<file path="src/rtl/mstat_pkg.sv">
package mstat_pkg;
  localparam int Xlen = 32;
  localparam int TvecCount = 2;
  typedef logic [Xlen-1:0] word_t;

  localparam int FsLsb = 13;
  localparam int XsLsb = 15;
  localparam int SdPos = 31;

  localparam word_t MachWrMask  = 32'h007E_79AA;
  localparam word_t SupViewMask = 32'h800D_E133;
  localparam word_t FlushMask   = 32'h000E_1800;
  localparam word_t IntEnMask   = 32'h0000_0AAA;
  localparam word_t DelegMask   = 32'h0000_0222;
  localparam word_t SupSoftMask = 32'h0000_0002;

  typedef enum logic [3:0] {
    SEL_M_STATUS = 4'd0,
    SEL_M_INTEN  = 4'd1,
    SEL_M_DELEG  = 4'd2,
    SEL_M_PEND   = 4'd3,
    SEL_M_TVEC   = 4'd4,
    SEL_S_STATUS = 4'd5,
    SEL_S_INTEN  = 4'd6,
    SEL_S_PEND   = 4'd7,
    SEL_S_TVEC   = 4'd8,
    SEL_NONE     = 4'd15
  } regSel_e;

  typedef struct packed {
    logic                 mStatusWr;
    logic                 sStatusWr;
    logic                 mIntEnWr;
    logic                 sIntEnWr;
    logic                 delegWr;
    logic                 mPendWr;
    logic                 sPendWr;
    logic [TvecCount-1:0] tvecWr;
    regSel_e              rdSel;
  } strobe_t;
endpackage

</file>
<file path="src/rtl/mstat_ctrl.sv">
module mstat_ctrl
  import mstat_pkg::*;
(
  input  logic       clk,
  input  logic       rstN,
  input  logic [3:0] regSel,
  input  logic       wrEn,
  output strobe_t    strobe
);
  regSel_e selDec;

  always_comb begin
    case (regSel)
      4'd0:    selDec = SEL_M_STATUS;
      4'd1:    selDec = SEL_M_INTEN;
      4'd2:    selDec = SEL_M_DELEG;
      4'd3:    selDec = SEL_M_PEND;
      4'd4:    selDec = SEL_M_TVEC;
      4'd5:    selDec = SEL_S_STATUS;
      4'd6:    selDec = SEL_S_INTEN;
      4'd7:    selDec = SEL_S_PEND;
      4'd8:    selDec = SEL_S_TVEC;
      default: selDec = SEL_NONE;
    endcase
  end

  always_comb begin
    strobe           = '0;
    strobe.rdSel     = selDec;
    strobe.mStatusWr = wrEn && (selDec == SEL_M_STATUS);
    strobe.sStatusWr = wrEn && (selDec == SEL_S_STATUS);
    strobe.mIntEnWr  = wrEn && (selDec == SEL_M_INTEN);
    strobe.sIntEnWr  = wrEn && (selDec == SEL_S_INTEN);
    strobe.delegWr   = wrEn && (selDec == SEL_M_DELEG);
    strobe.mPendWr   = wrEn && (selDec == SEL_M_PEND);
    strobe.sPendWr   = wrEn && (selDec == SEL_S_PEND);
    strobe.tvecWr[0] = wrEn && (selDec == SEL_M_TVEC);
    strobe.tvecWr[1] = wrEn && (selDec == SEL_S_TVEC);
  end

  // at most one register is written per access
  p_single_write_r11: assert property (@(posedge clk) disable iff (!rstN)
    $onehot0({strobe.mStatusWr, strobe.sStatusWr, strobe.mIntEnWr, strobe.sIntEnWr,
              strobe.delegWr, strobe.mPendWr, strobe.sPendWr, strobe.tvecWr}));

  // an unknown code produces no write strobe
  p_unknown_code_r11: assert property (@(posedge clk) disable iff (!rstN)
    (regSel > 4'd8) |-> (strobe.tvecWr == '0 && !strobe.mStatusWr && !strobe.sStatusWr &&
                         !strobe.mPendWr && !strobe.sPendWr && !strobe.delegWr &&
                         !strobe.mIntEnWr && !strobe.sIntEnWr));
endmodule

</file>
<file path="src/rtl/mstat_tvec.sv">
module mstat_tvec
  import mstat_pkg::*;
(
  input  logic  clk,
  input  logic  rstN,
  input  logic  wrEn,
  input  word_t wrData,
  output word_t vecQ
);
  logic modeOk;
  assign modeOk = (wrData[1:0] < 2'd2);

  always_ff @(posedge clk) begin
    if (!rstN)              vecQ <= '0;
    else if (wrEn && modeOk) vecQ <= wrData;
  end

  // a reserved mode leaves the vector untouched
  p_reserved_mode_r10: assert property (@(posedge clk) disable iff (!rstN)
    (wrEn && wrData[1]) |=> $stable(vecQ));
endmodule

</file>
<file path="src/rtl/mstat_datapath.sv">
module mstat_datapath
  import mstat_pkg::*;
#(
  parameter logic [1:0] XsInit = 2'b00
) (
  input  logic    clk,
  input  logic    rstN,
  input  strobe_t strobe,
  input  word_t   wrData,
  input  word_t   hwPend,
  input  word_t   hwClaim,
  output word_t   rdData,
  output logic    flushReq,
  output word_t   statusOut,
  output word_t   intEnOut,
  output word_t   delegOut,
  output word_t   pendOut,
  output word_t   mTvecOut,
  output word_t   sTvecOut
);
  localparam logic  XsDirty     = (XsInit == 2'b11);
  localparam word_t StatusReset = (word_t'(XsInit) << XsLsb) | (word_t'(XsDirty) << SdPos);

  word_t statusQ, intEnQ, delegQ, softPendQ;
  logic  flushQ;
  word_t tvecQ [TvecCount];

  // status write path: supervisor merge, machine mask, dirty summary
  word_t statusSrc, statusMerged, statusNext;
  logic  statusWr, flushNext;

  always_comb begin
    statusWr  = strobe.mStatusWr || strobe.sStatusWr;
    statusSrc = strobe.sStatusWr ? ((statusQ & ~SupViewMask) | (wrData & SupViewMask)) : wrData;
    statusMerged = (statusQ & ~MachWrMask) | (statusSrc & MachWrMask);
    statusNext   = statusMerged;
    statusNext[SdPos] = (statusMerged[FsLsb+:2] == 2'b11) || (statusMerged[XsLsb+:2] == 2'b11);
    flushNext = statusWr && (((statusNext ^ statusQ) & FlushMask) != '0);
  end

  // interrupt enable, delegation, software pending
  word_t intEnSrc, pendWrMask, pendView;

  always_comb begin
    intEnSrc = strobe.sIntEnWr ? ((intEnQ & ~delegQ) | (wrData & delegQ)) : wrData;
    if (strobe.sPendWr) pendWrMask = DelegMask & delegQ & SupSoftMask & ~hwClaim;
    else                pendWrMask = DelegMask & ~hwClaim;
    pendView = (hwPend & hwClaim) | (softPendQ & ~hwClaim);
  end

  always_ff @(posedge clk) begin
    if (!rstN) begin
      statusQ   <= StatusReset;
      intEnQ    <= '0;
      delegQ    <= '0;
      softPendQ <= '0;
      flushQ    <= 1'b0;
    end else begin
      flushQ <= flushNext;
      if (statusWr) statusQ <= statusNext;
      if (strobe.mIntEnWr || strobe.sIntEnWr)
        intEnQ <= (intEnQ & ~IntEnMask) | (intEnSrc & IntEnMask);
      if (strobe.delegWr)
        delegQ <= (delegQ & ~DelegMask) | (wrData & DelegMask);
      if (strobe.mPendWr || strobe.sPendWr)
        softPendQ <= (softPendQ & ~pendWrMask) | (wrData & pendWrMask);
    end
  end

  for (genvar gi = 0; gi < TvecCount; gi++) begin : g_tvec
    mstat_tvec u_tvec (
      .clk    (clk),
      .rstN   (rstN),
      .wrEn   (strobe.tvecWr[gi]),
      .wrData (wrData),
      .vecQ   (tvecQ[gi])
    );
  end

  always_comb begin
    case (strobe.rdSel)
      SEL_M_STATUS: rdData = statusQ;
      SEL_M_INTEN:  rdData = intEnQ;
      SEL_M_DELEG:  rdData = delegQ;
      SEL_M_PEND:   rdData = pendView;
      SEL_M_TVEC:   rdData = tvecQ[0];
      SEL_S_STATUS: rdData = statusQ & SupViewMask;
      SEL_S_INTEN:  rdData = intEnQ & delegQ;
      SEL_S_PEND:   rdData = pendView & delegQ;
      SEL_S_TVEC:   rdData = tvecQ[1];
      default:      rdData = '0;
    endcase
  end

  assign flushReq  = flushQ;
  assign statusOut = statusQ;
  assign intEnOut  = intEnQ;
  assign delegOut  = delegQ;
  assign pendOut   = pendView;
  assign mTvecOut  = tvecQ[0];
  assign sTvecOut  = tvecQ[1];

  // bits outside the writable fields and SD never move
  p_fixed_bits_r1: assert property (@(posedge clk) disable iff (!rstN)
    $stable(statusQ & ~(MachWrMask | (word_t'(1) << SdPos))));

  // the dirty summary agrees with FS and XS at all times
  p_dirty_summary_r2: assert property (@(posedge clk) disable iff (!rstN)
    statusQ[SdPos] == ((statusQ[FsLsb+:2] == 2'b11) || (statusQ[XsLsb+:2] == 2'b11)));

  // a flush pulse always follows a change of a translation field
  p_flush_cause_r3: assert property (@(posedge clk) disable iff (!rstN)
    flushQ |-> ((statusQ ^ $past(statusQ)) & FlushMask) != '0);

  // enable and delegation hold only their legal bits
  p_legal_bits_r6: assert property (@(posedge clk) disable iff (!rstN)
    ((intEnQ & ~IntEnMask) == '0) && ((delegQ & ~DelegMask) == '0));

  // a supervisor enable write leaves undelegated bits alone
  p_sup_enable_r7: assert property (@(posedge clk) disable iff (!rstN)
    strobe.sIntEnWr |=> ((intEnQ ^ $past(intEnQ)) & ~$past(delegQ)) == '0);

  // claimed pending bits are never changed by software
  p_claimed_r8: assert property (@(posedge clk) disable iff (!rstN)
    (strobe.mPendWr || strobe.sPendWr) |=> ((softPendQ ^ $past(softPendQ)) & $past(hwClaim)) == '0);

  // a supervisor pending write reaches at most the software bit
  p_sup_pend_r9: assert property (@(posedge clk) disable iff (!rstN)
    strobe.sPendWr |=> ((softPendQ ^ $past(softPendQ)) & ~SupSoftMask) == '0);
endmodule

</file>
<file path="src/rtl/mstat_top.sv">
module mstat_top
  import mstat_pkg::*;
#(
  parameter logic [1:0] XsInit = 2'b00
) (
  input  logic        clk,
  input  logic        rstN,
  input  logic [3:0]  regSel,
  input  logic [31:0] wrData,
  input  logic        wrEn,
  input  logic [31:0] hwPend,
  input  logic [31:0] hwClaim,
  output logic [31:0] rdData,
  output logic        flushReq,
  output logic [31:0] statusOut,
  output logic [31:0] intEnOut,
  output logic [31:0] delegOut,
  output logic [31:0] pendOut,
  output logic [31:0] mTvecOut,
  output logic [31:0] sTvecOut
);
  strobe_t strobe;

  mstat_ctrl u_ctrl (
    .clk    (clk),
    .rstN   (rstN),
    .regSel (regSel),
    .wrEn   (wrEn),
    .strobe (strobe)
  );

  mstat_datapath #(.XsInit(XsInit)) u_dp (
    .clk       (clk),
    .rstN      (rstN),
    .strobe    (strobe),
    .wrData    (wrData),
    .hwPend    (hwPend),
    .hwClaim   (hwClaim),
    .rdData    (rdData),
    .flushReq  (flushReq),
    .statusOut (statusOut),
    .intEnOut  (intEnOut),
    .delegOut  (delegOut),
    .pendOut   (pendOut),
    .mTvecOut  (mTvecOut),
    .sTvecOut  (sTvecOut)
  );
endmodule

</file>
<file path="config.mk">
export PLATFORM = sky130hd
export DESIGN_NAME = mstat_top
export DESIGN_NICKNAME = d
export VERILOG_FILES = /design/src/rtl/mstat_pkg.sv /design/src/rtl/mstat_ctrl.sv /design/src/rtl/mstat_tvec.sv /design/src/rtl/mstat_datapath.sv /design/src/rtl/mstat_top.sv
export SDC_FILE = /design/constraint.sdc
export NUM_CORES = 1
export LEC_CHECK = 0
export ABC_AREA = 1
export BUFFER_PORTS_ARGS = -buffer_cell sky130_fd_sc_hd__clkbuf_2
export CAP_MARGIN = 20
export CELL_PAD_IN_SITES_DETAIL_PLACEMENT = 0
export CELL_PAD_IN_SITES_GLOBAL_PLACEMENT = 1
export CORE_MARGIN = 2
export CORE_UTILIZATION = 25
export DETAILED_ROUTE_END_ITERATION = 16
export PLACE_DENSITY_LB_ADDON = 0.3
export SETUP_SLACK_MARGIN = 0.3
export SYNTH_ARGS = -nofsm -noshare
export SYNTH_HDL_FRONTEND = slang
export SYNTH_SLANG_ARGS = --single-unit
</file>
<file path="constraint.sdc">
create_clock -name clk -period 1.7 [get_ports clk]
set_input_delay 0.425 -clock clk [delete_from_list [all_inputs] [get_ports clk]]
set_output_delay 0.425 -clock clk [all_outputs]
set_load 0.05 [all_outputs]
</file>
==> results of run 1 <==
## state kept, by name, summed over array words and instances, names as in the netlist
name / flops
u_dp.g_tvec.u_tvec.vecQ: 64
u_dp.statusOut: 16
u_dp.softPendQ: 3
u_dp.flushReq: 1
u_dp.intEnOut: 6
u_dp.delegOut: 3
## metal layers
metal	vias to the layer above	wire length, um	global-route usage
met5	-	13	0
met4	2	190	0.0413
met3	15	1300	0.0388
li1	2956	-	-
met2	199	11700	0.327
met1	2742	9820	0.234
## worst paths after layout
check,end,cells past startpoint,from
worst min-delay path,u_dp.g_tvec[1].u_tvec.vecQ[24],3,wrData[24]
worst max-delay path,rdData[5],12,regSel[2]
worst min register to register,u_dp.softPendQ[9],2,u_dp.softPendQ[9]
worst max register to register,u_dp.flushReq,5,u_dp.statusOut[11]
## logic make-up (layout without fill, tap and decap cells)
logic type,Yosys count,after routing,share of synthesized area
compound gates,193,193,0.206
xor+xnor,3,3,0.00518
buf+inv,196,477,0.211
flops,93,93,0.367
other cells,1,71,0.000739
simple gates,252,253,0.211
## where the power goes
part / internal (mW) / switching, mW
sequential: 2.22 / 0.0409
combinational: 0.511 / 1.14
clock: 1.04 / 0.936
## synth_stat cells
cell type	number	area (um^2)
a21oi_1	56	280
clkinv_2	1	5.00
buf_6	4	45.0
dfxtp_1	93	1860
buf_2	11	55.1
nand2_1	110	413
o21ai_0	97	485
xor2_1	1	8.76
nand4_1	6	37.5
clkbuf_2	1	5.00
xnor2_1	2	17.5
nand3_1	19	95.1
o221ai_1	15	131
o211ai_1	3	22.5
nor2_2	2	12.5
o2111ai_1	1	8.76
nor2_4	3	33.8
nand2_2	3	18.8
a31oi_1	1	6.26
nor2_1	103	387
inv_2	4	15.0
nor2_8	1	20.0
clkbuf_1	13	48.8
nand2_4	2	22.5
o21ai_1	17	85.1
nor3_1	1	5.00
buf_4	76	571
conb_1	1	3.75
inv_1	85	319
o21a_1	1	7.51
nor4_1	1	6.26
inv_4	1	6.26
nand2_8	1	20.0
a21oi_2	2	17.5
## per-stage QoR
stage | setup TNS [ps] | util | power, mW | hold WS [ps]
detailed placement | -22230 | 0.378 | 3.66 | 458
finish | -9310 | 0.511 | 5.88 | 346
floorplan | -4200 | - | 3.39 | 431
global route | -11160 | 0.511 | 6.10 | 352
CTS | -10500 | 0.458 | 5.79 | 319
global placement | -21470 | 0.378 | 3.66 | 455
## layout make-up
class | count | area [um^2]
clock buffer | 11 | 243
fill | 1918 | 9830
tap | 270 | 338
inverter | 91 | 382
timing repair buffer | 370 | 3790
clock inverter | 5 | 33.8
multi-input combinational | 520 | 3580
sequential | 93 | 1910
## tightest hold or removal path, stage by stage
cell and delay, ps:
clkbuf_2 110, o21ai_2 60, nor2_1 60
## repair_timing
item,CTS,global route
hold buffers,0,0
setup buffers,18,11
setup endpoints to repair,185,201
pin swaps,26,45
gates cloned,9,14
gates resized for setup,273,317
==> impl_metrics.py, run 1 <==
metrics = {
    "logic_synthesis": {
        "synth_cell_type_count": 34,
        "synth_warnings": 0,
        "synthesis.area_um2": 5080,
        "ys_seq_elements": 93,
        "avgSynthCellArea_um2": 6.88,
        "synth_seq_area_share": 0.367,
        "synth_cells": 738,
    },
    "clocking": {
        "cts_tree": "built",
        "clkTransAtPathRegs_ps": 60,
        "cts.sink_count": 93,
        "htreeDepth": 3,
        "clock-root-buffer": "clkbuf_16",
        "cts_buffer_depth": 2,
        "numCtsBuffers": 9,
        "clock_latency_ps": 350,
    },
    "timing": {
        "period_share": 1.20,
        "slew_viol_final": 0,
        "period_needed_ps": 2050,
        "fmax_ghz": 0.489,
        "setup_viol": 32,
        "finalHoldViolations": 0,
        "setup_slack_ps": -345,
        "fin_skew_ps": 3.14,
        "rsz0062_at_grt": "true",
    },
    "routing": {
        "ant_nets": 0,
        "vias_per_cell": 4.35,
        "first_iter_violations": 211,
        "routed_wl_um": 23000,
        "num_vias": 5914,
        "drc": 0,
        "wl_per_cell_um": 16.9,
        "first_pass_iters": 4,
    },
    "final_layout": {
        "final_cell_mix": "clkbuf_2, inv_1, nor2_1",
        "final_area_um2": 10300,
        "fin_nets": 1188,
        "area_growth_pct": 102,
        "instances_no_fill": 1360,
        "n_antenna_cell": 0,
        "drive_gt1_frac": 0.565,
        "layout_commonest_cell": "clkbuf_2",
    },
    "placement": {
        "place_area_um2": 7610,
        "post-place-ws_ps": -482,
        "dp_cells": 1292,
        "dp_hpwl_um": 14900,
        "gp_congestion": 0.851,
        "portBuffers": 256,
    },
    "floorplanning": {
        "ios": 328,
        "die-area_um2": 21500,
        "fp.dieW_um": 147,
        "num_rows": 52,
        "start_util": 0.253,
        "die_h_um": 147,
        "core_area_um2": 20100,
    },
    "power_and_ir_drop": {
        "p_leak_nw": 4.81,
        "p_per_area_nw_per_um2": 572,
        "irDropWorstVdd_mv": 0.470,
    },
    "global_routing": {
        "grt_max_degree": 55,
        "track_usage": 0.186,
        "grt-ovfl-total": 0,
        "grt_pass1_wl_um": 30800,
        "antenna_found_initial": 1,
        "grt_pass1_vias": 5399,
    },
    "setup_path": {
        "path_class": "in -> out",
        "cpPeakStageDelay_ps": 160,
        "cp_slowest_cell": "buf_12",
        "critPathTopFamily": "buffers and inverters",
        "ff2ff_setup_slack_ps": 630,
        "worstPathCellList": "clkbuf_16 -> nor2_4 -> nand2_4 -> nor2_4 -> buf_6 -> buf_12 -> buf_16 -> nand2_4 -> nand3_4 -> a21oi_4 -> nand3_4 -> buf_12",
        "cp_max_fo": 5,
        "critPathCaptureType": "output pin",
        "worst-path-buf-inv": 5,
        "arrival_ps": 1620,
        "required_ps": 1270,
        "crit_path_start_kind": "input pin",
    },
    "min_path": {
        "hold_class": "in -> reg",
    },
    "run": {
        "cap_violations": 0,
    },
    "outcome": {
        "failed_checks": "negative setup slack",
        "outcome": "complete, but fails checks",
    },
}
Power figures use the tool's default switching activity.
==> run 2: changes to the inputs <==
Settings changed: CORE_ASPECT_RATIO set to 1.4.
==> impl_metrics.py, run 2 (synthesis gave the netlist of run 1 again) <==
metrics = {
    "outcome": {
        "outcome": "complete, but fails checks",
        "failed_checks": "negative setup slack",
    },
    "clocking": {
        "clock_latency_ps": 360,
        "clock-root-buffer": "clkbuf_16",
        "cts.sink_count": 93,
        "cts_tree": "built",
        "clkTransAtPathRegs_ps": 60,
        "numCtsBuffers": 9,
        "cts_buffer_depth": 2,
        "htreeDepth": 3,
    },
    "timing": {
        "setup_slack_ps": -315,
        "slew_viol_final": 0,
        "finalHoldViolations": 0,
        "fin_skew_ps": 5.82,
        "rsz0062_at_grt": "true",
        "period_share": 1.19,
        "setup_viol": 32,
        "fmax_ghz": 0.496,
        "holdWs_ps": 340,
        "period_needed_ps": 2020,
    },
    "final_layout": {
        "layout_commonest_cell": "clkbuf_2",
        "area_growth_pct": 99.3,
        "utilization": 0.508,
        "fin_nets": 1170,
        "top_register": "u_dp.g_tvec.u_tvec.vecQ",
        "n_antenna_cell": 0,
        "drive_gt1_frac": 0.566,
        "final_cell_mix": "clkbuf_2, nand2_1, inv_1",
        "nFillCells": 1899,
        "largest_reg_flops": 64,
    },
    "global_routing": {
        "grt_pass1_vias": 5586,
        "antenna_found_initial": 0,
        "grt_pass1_wl_um": 31300,
        "track_usage": 0.187,
        "grt_max_degree": 53,
        "grt-ovfl-total": 0,
    },
    "setup_path": {
        "cpPeakStageDelay_ps": 150,
        "reg2regPathDepth": 7,
        "crit_path_start_kind": "input pin",
        "arrival_ps": 1590,
        "path_class": "in -> out",
        "critPathCaptureType": "output pin",
        "worstPathCellList": "clkbuf_16 -> nor2_4 -> nand2_4 -> nor2_4 -> buf_12 -> buf_16 -> nand2_4 -> nand3_2 -> nor2_2 -> buf_6 -> nand3_4 -> buf_12",
        "required_ps": 1270,
        "cp_num_cells": 12,
        "critPathTopFamily": "buffers and inverters",
        "cp_slowest_cell": "nor2_4",
        "worst-path-buf-inv": 5,
        "cp_max_fo": 5,
    },
    "placement": {
        "portBuffers": 256,
        "dp_hpwl_um": 15300,
        "gp_congestion": 0.868,
    },
    "power_and_ir_drop": {
        "p_per_area_nw_per_um2": 576,
        "p_leak_nw": 4.70,
        "irDropWorstVdd_mv": 0.432,
    },
    "routing": {
        "routed_wl_um": 21900,
        "num_vias": 5916,
        "ant_nets": 0,
        "wl_per_cell_um": 16.5,
        "vias_per_cell": 4.47,
        "first_pass_iters": 5,
        "first_iter_violations": 231,
        "drc": 0,
    },
    "floorplanning": {
        "ios": 328,
        "die-area_um2": 21500,
        "fp.dieW_um": 124,
        "core_area_um2": 19900,
        "start_util": 0.255,
        "die_h_um": 173,
        "num_rows": 61,
    },
    "run": {
        "cap_violations": 0,
    },
    "min_path": {
        "hold_class": "in -> reg",
        "holdPathStages": 3,
    },
}
run 2: cell type report:
| type | count | area, um^2 | area share |
|---|---|---|---|
| Tap cell | 252 | 315 | 0.0312 |
| Timing Repair inverter | 1 | 6.26 | 0.000618 |
| Clock inverter | 5 | 35.0 | 0.00346 |
| Inverter | 91 | 377 | 0.0372 |
| Multi-Input combinational cell | 520 | 3590 | 0.355 |
| Timing Repair Buffer | 351 | 3610 | 0.356 |
| Clock buffer | 11 | 243 | 0.0240 |
| Sequential cell | 93 | 1940 | 0.192 |
run 2: tightest hold or removal path: stages:
cell and delay, ps:
clkbuf_2 90, o21ai_1 60, nor2_1 80
run 2: final timing paths:
check,startpoint,end,slack (ps)
hold / removal,wrData[25],u_dp.g_tvec[1].u_tvec.vecQ[25],340
setup / recovery,regSel[2],rdData[1],-320
setup reg to reg,u_dp.statusOut[11],u_dp.flushReq,470
hold reg to reg,u_dp.softPendQ[9],u_dp.softPendQ[9],440
run 2: routing by layer:
layer | track usage | share of wire | vias to the layer above
met4 | 0.0768 | 0.024 | 0
met5 | 0 | 0 | -
met3 | 0.0266 | 0.040 | 26
met1 | 0.209 | 0.39 | 2747
met2 | 0.350 | 0.55 | 230
li1 | - | - | 2913
run 2: report_power, final:
group	internal, mW	switching (mW)	total [mW]	leakage [nW]
Combinational	0.483	1.12	1.61	3.79
Clock	1.04	0.926	1.96	0.136
Sequential	2.21	0.0435	2.26	0.779
run 2: timing repair:
action,in CTS,in global routing
setup buffers,7,12
gates cloned,5,11
hold buffers,0,0
endpoints found under the setup margin,144,179
pin swaps,55,38
gates resized for setup,296,313
run 2: through the flow:
step	setup slack (ps)	cell area [um^2]	cells	total power, mW	setup TNS, ps
final	-315	10100	1324	5.83	-8520
after global routing	-365	10100	1324	6.06	-10270
after CTS	-381	9060	1301	5.74	-10530
after detailed placement	-469	7480	1273	3.64	-18670
after global placement	-455	7480	1273	3.64	-16240
after floorplan	-171	5960	808	3.39	-4200
